**src/rtl/bsq_pkg.sv**
```systemverilog
// Package: shared types and widths for the burst address sequencer.
// Assumes: nothing beyond IEEE 1800-2017 packages.
package bsq_pkg;
    localparam int unsigned LOW_W = 2;   // burst counter width (four beats)

    typedef enum logic {
        ORD_LINEAR     = 1'b0,
        ORD_INTERLEAVE = 1'b1
    } order_e;
endpackage

```
**src/rtl/bsq_load_reg.sv**
```systemverilog
// Module: bsq_load_reg
// Holds the burst base: upper address bits, starting low bits and the
// ordering mode. All three are captured on a load edge and otherwise held.
// Assumes: load is the OR of the start strobes; synchronous active-low reset.
module bsq_load_reg
    import bsq_pkg::*;
#(
    parameter int unsigned AW = 20
) (
    input  logic             clk,
    input  logic             rst_n,
    input  logic             load,
    input  logic [AW-1:0]    ext_addr,
    input  order_e           order_in,
    output logic [AW-LOW_W-1:0] base_hi,
    output logic [LOW_W-1:0]    base_lo,
    output order_e           order_q
);
    // Capture the burst base on a load, hold it otherwise.
    always_ff @(posedge clk) begin
        if (!rst_n) begin
            base_hi <= '0;
            base_lo <= '0;
            order_q <= ORD_LINEAR;
        end else if (load) begin
            base_hi <= ext_addr[AW-1:LOW_W];
            base_lo <= ext_addr[LOW_W-1:0];
            order_q <= order_in;
        end
    end


    upper_hold_chk: assert property (@(posedge clk) disable iff (!rst_n)
        !load |=> $stable(base_hi));
endmodule

```
**src/rtl/bsq_beat_ctr.sv**
```systemverilog
// Module: bsq_beat_ctr
// Counts beats inside a burst. A load clears it, an advance steps it modulo
// the burst length, and otherwise it holds. Load has priority over advance.
// Assumes: synchronous active-low reset.
module bsq_beat_ctr
    import bsq_pkg::*;
(
    input  logic             clk,
    input  logic             rst_n,
    input  logic             load,
    input  logic             adv,
    output logic [LOW_W-1:0] beat
);
    localparam logic [LOW_W-1:0] LAST_BEAT = '1;

    // Clear on load, step on advance, hold otherwise.
    always_ff @(posedge clk) begin
        if (!rst_n) begin
            beat <= '0;
        end else if (load) begin
            beat <= '0;
        end else if (adv) begin
            beat <= beat + 1'b1;
        end
    end


    load_wins_chk: assert property (@(posedge clk) disable iff (!rst_n)
        (load && adv) |=> (beat == '0));

    beat_wrap_chk: assert property (@(posedge clk) disable iff (!rst_n)
        (!load && adv && beat == LAST_BEAT) |=> (beat == '0));
endmodule

```
**src/rtl/bsq_order_map.sv**
```systemverilog
// Module: bsq_order_map
// Maps the starting low bits and the beat index to the current low address
// bits, giving both the linear (modular add) and the interleaved (bitwise
// XOR) orders and picking one with the latched mode.
// Assumes: purely combinational; inputs come from registers.
module bsq_order_map
    import bsq_pkg::*;
(
    input  logic [LOW_W-1:0] base_lo,
    input  logic [LOW_W-1:0] beat,
    input  order_e           order_q,
    output logic [LOW_W-1:0] cur_lo
);
    logic [LOW_W-1:0] lin_lo;
    logic [LOW_W-1:0] ilv_lo;

    // Interleaved order: one XOR per low address bit.
    for (genvar gi = 0; gi < LOW_W; gi++) begin : g_ilv
        assign ilv_lo[gi] = base_lo[gi] ^ beat[gi];
    end

    // Linear order: add the beat index, wrapping inside the block.
    assign lin_lo = base_lo + beat;

    // Pick the order latched with the burst.
    always_comb begin
        cur_lo = (order_q == ORD_INTERLEAVE) ? ilv_lo : lin_lo;
    end
endmodule

```
**src/rtl/burst_addr_seq.sv**
```systemverilog
// Module: burst_addr_seq (top)
// Burst address sequencer. Either start strobe loads the external address.
// Later advances step the two low bits in linear or interleaved order
// inside a four-word block.
// Assumes: all inputs are synchronous to clk; synchronous active-low reset.
module burst_addr_seq
    import bsq_pkg::*;
#(
    parameter int unsigned AW = 20
) (
    input  logic          clk,
    input  logic          rst_n,
    input  logic [AW-1:0] ext_addr,
    input  logic          start_cpu,
    input  logic          start_ctl,
    input  logic          adv,
    input  logic          order_sel,
    output logic [AW-1:0] cur_addr,
    output logic [1:0]    beat
);
    localparam int unsigned HI_W = AW - LOW_W;

    logic             load;
    logic [HI_W-1:0]  base_hi;
    logic [LOW_W-1:0] base_lo;
    logic [LOW_W-1:0] cur_lo;
    order_e           order_q;

    // Either strobe starts a burst.
    assign load = start_cpu | start_ctl;

    bsq_load_reg #(.AW(AW)) u_load (
        .clk      (clk),
        .rst_n    (rst_n),
        .load     (load),
        .ext_addr (ext_addr),
        .order_in (order_e'(order_sel)),
        .base_hi  (base_hi),
        .base_lo  (base_lo),
        .order_q  (order_q)
    );

    bsq_beat_ctr u_ctr (
        .clk   (clk),
        .rst_n (rst_n),
        .load  (load),
        .adv   (adv),
        .beat  (beat)
    );

    bsq_order_map u_map (
        .base_lo (base_lo),
        .beat    (beat),
        .order_q (order_q),
        .cur_lo  (cur_lo)
    );

    // Join the fixed upper bits and the sequenced low bits.
    assign cur_addr = {base_hi, cur_lo};


    load_addr_chk: assert property (@(posedge clk) disable iff (!rst_n)
        (start_cpu || start_ctl) |=> (cur_addr == $past(ext_addr) && beat == 2'd0));

    adv_step_chk: assert property (@(posedge clk) disable iff (!rst_n)
        (!load && adv) |=> (beat == $past(beat) + 2'd1));

    hold_chk: assert property (@(posedge clk) disable iff (!rst_n)
        (!load && !adv) |=> ($stable(cur_addr) && $stable(beat)));

    lin_step_chk: assert property (@(posedge clk) disable iff (!rst_n)
        (!load && adv && order_q == ORD_LINEAR)
            |=> (cur_addr[1:0] == $past(cur_addr[1:0]) + 2'd1));

    ilv_step_chk: assert property (@(posedge clk) disable iff (!rst_n)
        (!load && adv && order_q == ORD_INTERLEAVE)
            |=> ((cur_addr[1:0] ^ $past(cur_addr[1:0])) == (beat ^ $past(beat))));
endmodule

```
**config.mk**
```make
export PLATFORM = sky130hd
export DESIGN_NAME = burst_addr_seq
export DESIGN_NICKNAME = d
export VERILOG_FILES = /design/src/rtl/bsq_pkg.sv /design/src/rtl/bsq_load_reg.sv /design/src/rtl/bsq_beat_ctr.sv /design/src/rtl/bsq_order_map.sv /design/src/rtl/burst_addr_seq.sv
export SDC_FILE = /design/constraint.sdc
export NUM_CORES = 1
export LEC_CHECK = 0
export BUFFER_PORTS_ARGS = -buffer_cell sky130_fd_sc_hd__buf_4
export CAP_MARGIN = 40
export CORE_ASPECT_RATIO = 0.8
export CORE_UTILIZATION = 25
export DETAILED_ROUTE_END_ITERATION = 6
export PLACE_DENSITY = 0.51
export SYNTH_ARGS = -nofsm -noshare
export SYNTH_HDL_FRONTEND = slang
export SYNTH_HIERARCHICAL = 1
export SYNTH_SLANG_ARGS = --single-unit
```
**constraint.sdc**
```tcl
create_clock -name clk -period 1 [get_ports clk]
set_clock_uncertainty 0.05 [all_clocks]
set_input_delay 0.1 -clock clk [delete_from_list [all_inputs] [get_ports clk]]
set_output_delay 0.1 -clock clk [all_outputs]
set_load 0.01 [all_outputs]
```
==> results of run 1 <==
[worst max-delay path: stages, from the launching register on]
cell     delay (ns)
dfxtp_4        0.36
ha_4           0.14
nor2b_4        0.12
xnor2_2        0.12
buf_4          0.14
[layer usage]
metal	vias to the layer above	GRT usage, %	part of all wire (%)
li1	368	-	-
met2	19	17.9	49
met1	338	11.9	45
met3	2	3.53	5.0
met5	-	0	0
met4	0	3.43	1.4
[metrics by stage]
stage | total power, mW | instances | hold WS, ns | setup slack (ns)
after global placement | 1.36 | 169 | 0.307 | -0.0384
after detailed placement | 1.37 | 169 | 0.314 | -0.0630
after CTS | 1.96 | 175 | 0.0352 | -0.308
after global routing | 2.05 | 175 | 0.0408 | -0.356
final | 1.91 | 175 | 0.0458 | -0.292
after floorplan | 1.19 | 81 | 0.178 | 0.00360
[what timing repair did]
action	4_1_cts	5_1_grt
endpoints found under the setup margin	4	6
gates resized for setup	10	5
setup buffers	2	2
pin swaps	3	2
[layout make-up]
| cell class | instances | share of cell area [%] |
|---|---|---|
| clock buffer | 4 | 3.06 |
| multi-input combinational | 53 | 32.0 |
| tap | 42 | 3.57 |
| timing repair buffer | 53 | 29.7 |
| sequential | 23 | 31.7 |
[worst max path at each step]
stage                                 endpoint                           start  slack, ns  depth (start not counted)
global placement    u_ctr/beat[0]$_SDFFE_PP0P_                       start_ctl      -0.04                          5
detailed placement                 cur_addr[1]      u_ctr/beat[0]$_SDFFE_PP0P_      -0.06                          4
global route                       cur_addr[1]  u_load/base_lo[0]$_SDFFE_PN0P_      -0.36                          4
CTS                                cur_addr[1]      u_ctr/beat[0]$_SDFFE_PP0P_      -0.31                          4
finish                             cur_addr[1]      u_ctr/beat[0]$_SDFFE_PP0P_      -0.29                          4
floorplan                          cur_addr[1]      u_ctr/beat[0]$_SDFFE_PP0P_      0.004                          3
[state kept, by name, indices dropped and copies added, names as in the netlist]
register and count:
u_ctr/beat 2, u_load/base_hi 18, u_load/base_lo 2, u_load/order_q 1
[power by group through the flow]
stage,clock (mW),combinational (mW),sequential [mW]
floorplan,0,0.152,1.04
global placement,0,0.341,1.02
detailed placement,0,0.346,1.02
CTS,0.595,0.361,1.00
global route,0.650,0.384,1.01
finish,0.554,0.356,1.00
[placed cells by master (no fill, tap or decap), types with 2 or more instances in the layout]
master / netlist / layout
dfxtp_1: 23 / 20
buf_6: 1 / 7
nor2b_1: 22 / 21
clkbuf_8: 0 / 3
mux2i_1: 21 / 21
xnor2_2: 0 / 3
buf_4: 0 / 45
dfxtp_2: 0 / 2
[kinds of logic after synthesis]
logic type | after synthesis | synth area share [%]
mux | 21 | 22.2
buf+inv | 5 | 6.20
flops | 23 | 48.5
simple gates | 26 | 17.0
xor+xnor | 3 | 2.77
fa+ha+maj | 1 | 1.32
compound gates | 2 | 1.98
==> flow_metrics.py, run 1 <==
metrics = {
    "cts": {
        "root_buffer": "clkbuf_8",
        "h-tree-depth": 1,
        "numCtsBuffers": 3,
        "cts_buffer_depth": 2,
        "cts_hold_buf": 0,
        "clock_latency_ns": 0.25,
        "clk_pin_slew_ns": 0.08,
        "cts_tree": "yes",
        "cts.sinks": 23,
    },
    "logic_synthesis": {
        "syn-num-nets": 108,
        "synth_top_area_share_pct": 48.5,
        "synth_cell_type_count": 14,
        "synthFlopType": "dfxtp_1",
        "ys_seq_elements": 23,
        "avgSynthCellArea_um2": 11.7,
        "ys_warn_count": 6,
        "synth.most_common_cell": "dfxtp_1",
        "synthArstFlopShare_pct": 0,
        "yosys-top-cells-area": "dfxtp_1 (49%), mux2i_1 (22%), nor2b_1 (15%)",
        "seq_area_frac_synth_pct": 48.5,
        "synthTopCellsByCount": "dfxtp_1 (23), nor2b_1 (22), mux2i_1 (21)",
        "synth_top_area_cell": "dfxtp_1",
        "syn_area_um2": 948,
        "synth_cells": 81,
        "synth_edf_count": 0,
    },
    "finish": {
        "n_antenna_cell": 0,
        "final_area_um2": 1470,
        "register_area_um2": 467,
        "syn_to_final_growth_pct": 55.3,
        "nets": 161,
        "fill_cells": 356,
        "multiInputGateArea_um2": 472,
        "drive_gt1_share_pct": 48.9,
        "post-route-util_pct": 41.9,
    },
    "status": {
        "status": "finished, violations left",
        "violations": "setup timing",
    },
    "worst_setup_path": {
        "worstSetupPathType": "register to output pin",
        "crit_fanout": 2,
        "worstReg2RegStart": "u_ctr/beat[0]$_SDFFE_PP0P_",
        "reg2regPathDepth": 5,
        "endpoint_kind": "output pin",
        "cp-start-kind": "register",
        "r2r-end": "u_ctr/beat[0]$_SDFFE_PP0P_",
        "reg2reg_slack_ns": -0.01,
        "crit_arrival_ns": 1.14,
        "worst_ep_required_time_ns": 0.85,
    },
    "power": {
        "p_sw_share_pct": 22.7,
        "p_leak_nw": 0.743,
        "powerDensity_nw_per_um2": 1300,
        "p_seq_share_pct": 52.5,
        "p_switching_mw": 0.435,
        "internal_power_mw": 1.48,
        "clkPwrFrac_pct": 28.9,
        "combPwrFrac_pct": 18.6,
        "irDropWorstVdd_uv": 628,
    },
    "timing": {
        "fin_crit_sh_pct": 129,
        "relSlewSlack_pct": 90.2,
        "worst_slew_pin_slew_ns": 0.143,
        "finalHoldViolations": 0,
        "finalSetupViolations": 4,
        "clock.fmax_ghz": 0.774,
        "setup-tns-final_ns": -0.507,
        "rsz0062_at_grt": "yes",
        "min_period_ns": 1.29,
        "slew_violations": 0,
        "worst_slack_ns": -0.292,
    },
    "grt": {
        "antenna_found_initial": 0,
        "overflow": 0,
        "grt_max_degree": 23,
        "grt_pass1_vias": 685,
        "grt_pass1_wl_um": 3190,
        "grtUsageTotal_pct": 10.2,
    },
    "floorplanning": {
        "die_y_um": 57.1,
        "fp.dieW_um": 70.9,
        "coreArea_um2": 3520,
        "rows": 19,
        "ioPinCount": 48,
        "dieArea_um2": 4050,
        "start_util_pct": 27.0,
    },
    "hold_path": {
        "min_from": "ext_addr[4]",
        "hold_end": "u_load/base_hi[2]$_SDFFE_PN0P_",
        "min_path_cells": 3,
        "min_path_type": "input port to register",
    },
    "routing": {
        "wl_um": 1980,
        "route.detailed.drc": 0,
        "drtIter0Drc": 33,
        "num_vias": 727,
        "drtAntennaViolNets": 0,
        "vias_per_cell": 4.15,
        "first_pass_iters": 4,
        "wire_per_inst_um": 11.3,
    },
    "placement": {
        "dp_hpwl_um": 1430,
        "place_area_um2": 1360,
        "io_buffers": 47,
        "routabilityCongestion": 0.644,
    },
    "flow_run": {
        "maxCapViolations": 0,
    },
}
(Power assumes the default switching activity.)
==> run 2: changes to the inputs <==
--- a/config.mk
+++ b/config.mk
@@ -11,6 +11,7 @@
 export CORE_UTILIZATION = 25
 export DETAILED_ROUTE_END_ITERATION = 6
 export PLACE_DENSITY = 0.51
+export REMOVE_ABC_BUFFERS = 1
 export SYNTH_ARGS = -nofsm -noshare
 export SYNTH_HDL_FRONTEND = slang
 export SYNTH_HIERARCHICAL = 1
==> run 2 against run 1 <==
  * The flow finishes with violations (DRC, setup timing)
  * Fmax grew 0.72%
  * Critical path depth unchanged
  * Combinational power hardly changed
  * First-iteration DRC count is 21% lower
  * Non-clock buffer count down 1
  * Clock power increased by 0.7%
  * Clock-buffer cell count did not move
  * Register-to-register slack lost 0.03 ns
  * Sequential power is essentially flat
  * Via count rose by 0.28%
  * Worst hold slack improved by 0.0027 ns
  * Sequential share of layout area increased by 0.48 points
  * Largest power group unchanged
  * Highest routed layer is now met3
==> flow_metrics.py, run 2 (synthesis results as in run 1) <==
metrics = {
    "finish": {
        "fill_cells": 350,
        "final_common_cell": "buf_4",
        "largest_reg_flops": 18,
        "nets": 160,
        "top_regs": "u_load/base_hi (18), u_ctr/beat (2), u_load/base_lo (2)",
        "regMostFlops": "u_load/base_hi",
        "final_cell_mix": "buf_4 (48), dfxtp_1 (21), mux2i_1 (21), nor2b_1 (21)",
        "n_antenna_cell": 0,
        "syn_to_final_growth_pct": 51.7,
        "drive_gt1_share_pct": 47.0,
        "final_cells": 174,
    },
    "worst_setup_path": {
        "crit_fanout": 2,
        "worstSetupPathType": "register to output pin",
        "cp-start-kind": "register",
        "crit_arrival_ns": 1.13,
        "worstReg2RegStart": "u_ctr/beat[0]$_SDFFE_PP0P_",
        "crit_start": "u_load/base_lo[0]$_SDFFE_PN0P_",
        "endpoint_kind": "output pin",
        "worst_ep_required_time_ns": 0.85,
    },
    "cts": {
        "root_buffer": "clkbuf_8",
        "clk_pin_slew_ns": 0.08,
        "cts_buffer_depth": 2,
        "h-tree-depth": 1,
        "clock_latency_ns": 0.26,
        "numCtsBuffers": 3,
        "cts_hold_buf": 0,
        "cts.sinks": 23,
        "cts_tree": "yes",
    },
    "timing": {
        "min_period_ns": 1.28,
        "fin_crit_sh_pct": 128,
        "worst_slew_pin_slew_ns": 0.252,
        "setup-tns-final_ns": -0.517,
        "relSlewSlack_pct": 83.1,
        "worst_slack_ns": -0.283,
        "finalHoldViolations": 0,
        "rsz0062_at_grt": "yes",
        "hold_slack_ns": 0.0485,
        "clock.fmax_ghz": 0.780,
        "finalSetupViolations": 4,
        "slew_violations": 0,
    },
    "power": {
        "irDropWorstVdd_uv": 818,
        "power_mw": 1.92,
        "p_leak_nw": 0.732,
        "powerDensity_nw_per_um2": 1330,
    },
    "grt": {
        "grt_pass1_wl_um": 3060,
        "grt_pass1_vias": 708,
        "grt_max_degree": 23,
        "grtUsageTotal_pct": 9.66,
        "overflow": 0,
        "antenna_found_initial": 0,
    },
    "floorplanning": {
        "rows": 19,
        "die_y_um": 57.1,
        "dieArea_um2": 4050,
        "coreArea_um2": 3520,
        "fp.dieW_um": 70.9,
        "ioPinCount": 48,
        "start_util_pct": 27.0,
    },
    "placement": {
        "dp_cells": 167,
        "io_buffers": 47,
        "dp_hpwl_um": 1320,
        "routabilityCongestion": 0.668,
    },
    "flow_run": {
        "maxCapViolations": 0,
    },
    "routing": {
        "drtAntennaViolNets": 0,
        "wl_um": 1960,
        "route.detailed.drc": 10,
        "num_vias": 729,
        "drtIter0Drc": 26,
        "wire_per_inst_um": 11.3,
        "vias_per_cell": 4.19,
        "first_pass_iters": 6,
    },
    "status": {
        "status": "finished, violations left",
        "violations": "DRC, setup timing",
    },
    "hold_path": {
        "min_from": "ext_addr[3]",
        "min_path_type": "input port to register",
    },
}
==> run 2: worst max-delay path, cell delays in order, from the launching register on <==
cell and delay, ns:
dfxtp_2 0.34, ha_4 0.15, nor2b_4 0.12, xnor2_2 0.12, buf_4 0.14
==> run 2: metal layers <==
layer	share of wire (%)	GRT usage (%)	vias to the layer above
li1	-	-	368
met1	43	11.5	326
met2	46	15.9	35
met3	11	5.48	0
met4	0	0.857	0
met5	0	0	-
==> run 2: cell type report <==
class                   instances  area, µm²  area share [%]
flip-flops and latches         23        463            32.2
repair buffers                 52        414            28.8
multi-input cells              53        464            32.3
well taps                      42       52.6            3.65
clock buffers                   4       45.0            3.13
==> run 2: where the power goes <==
| group | switching, mW | internal [mW] |
|---|---|---|
| Combinational | 0.133 | 0.222 |
| Sequential | 0.0321 | 0.972 |
| Clock | 0.274 | 0.284 |
==> run 2: final timing paths <==
path                            cells past startpoint                               to  slack (ns)
worst max-delay path                                4                      cur_addr[1]       -0.28
worst min register to register                      2  u_load/base_hi[11]$_SDFFE_PN0P_        0.47
worst min-delay path                                3   u_load/base_hi[1]$_SDFFE_PN0P_        0.05
worst max register to register                      5       u_ctr/beat[0]$_SDFFE_PP0P_       -0.04
==> run 2: what timing repair did <==
item                       in CTS  in global routing
pin swaps                       2                  1
resized for setup               7                  4
setup endpoints to repair       3                  3
buffers inserted                1                  2
==> run 2: per-stage QoR <==
stage | setup slack, ns | utilization [%] | area, µm²
3_3_place_gp | -0.0309 | 37.6 | 1320
4_1_cts | -0.299 | 39.8 | 1400
2_1_floorplan | -0.283 | - | 890
3_5_place_dp | -0.0546 | 37.6 | 1320
5_1_grt | -0.323 | 40.9 | 1440
6_report | -0.283 | 40.9 | 1440
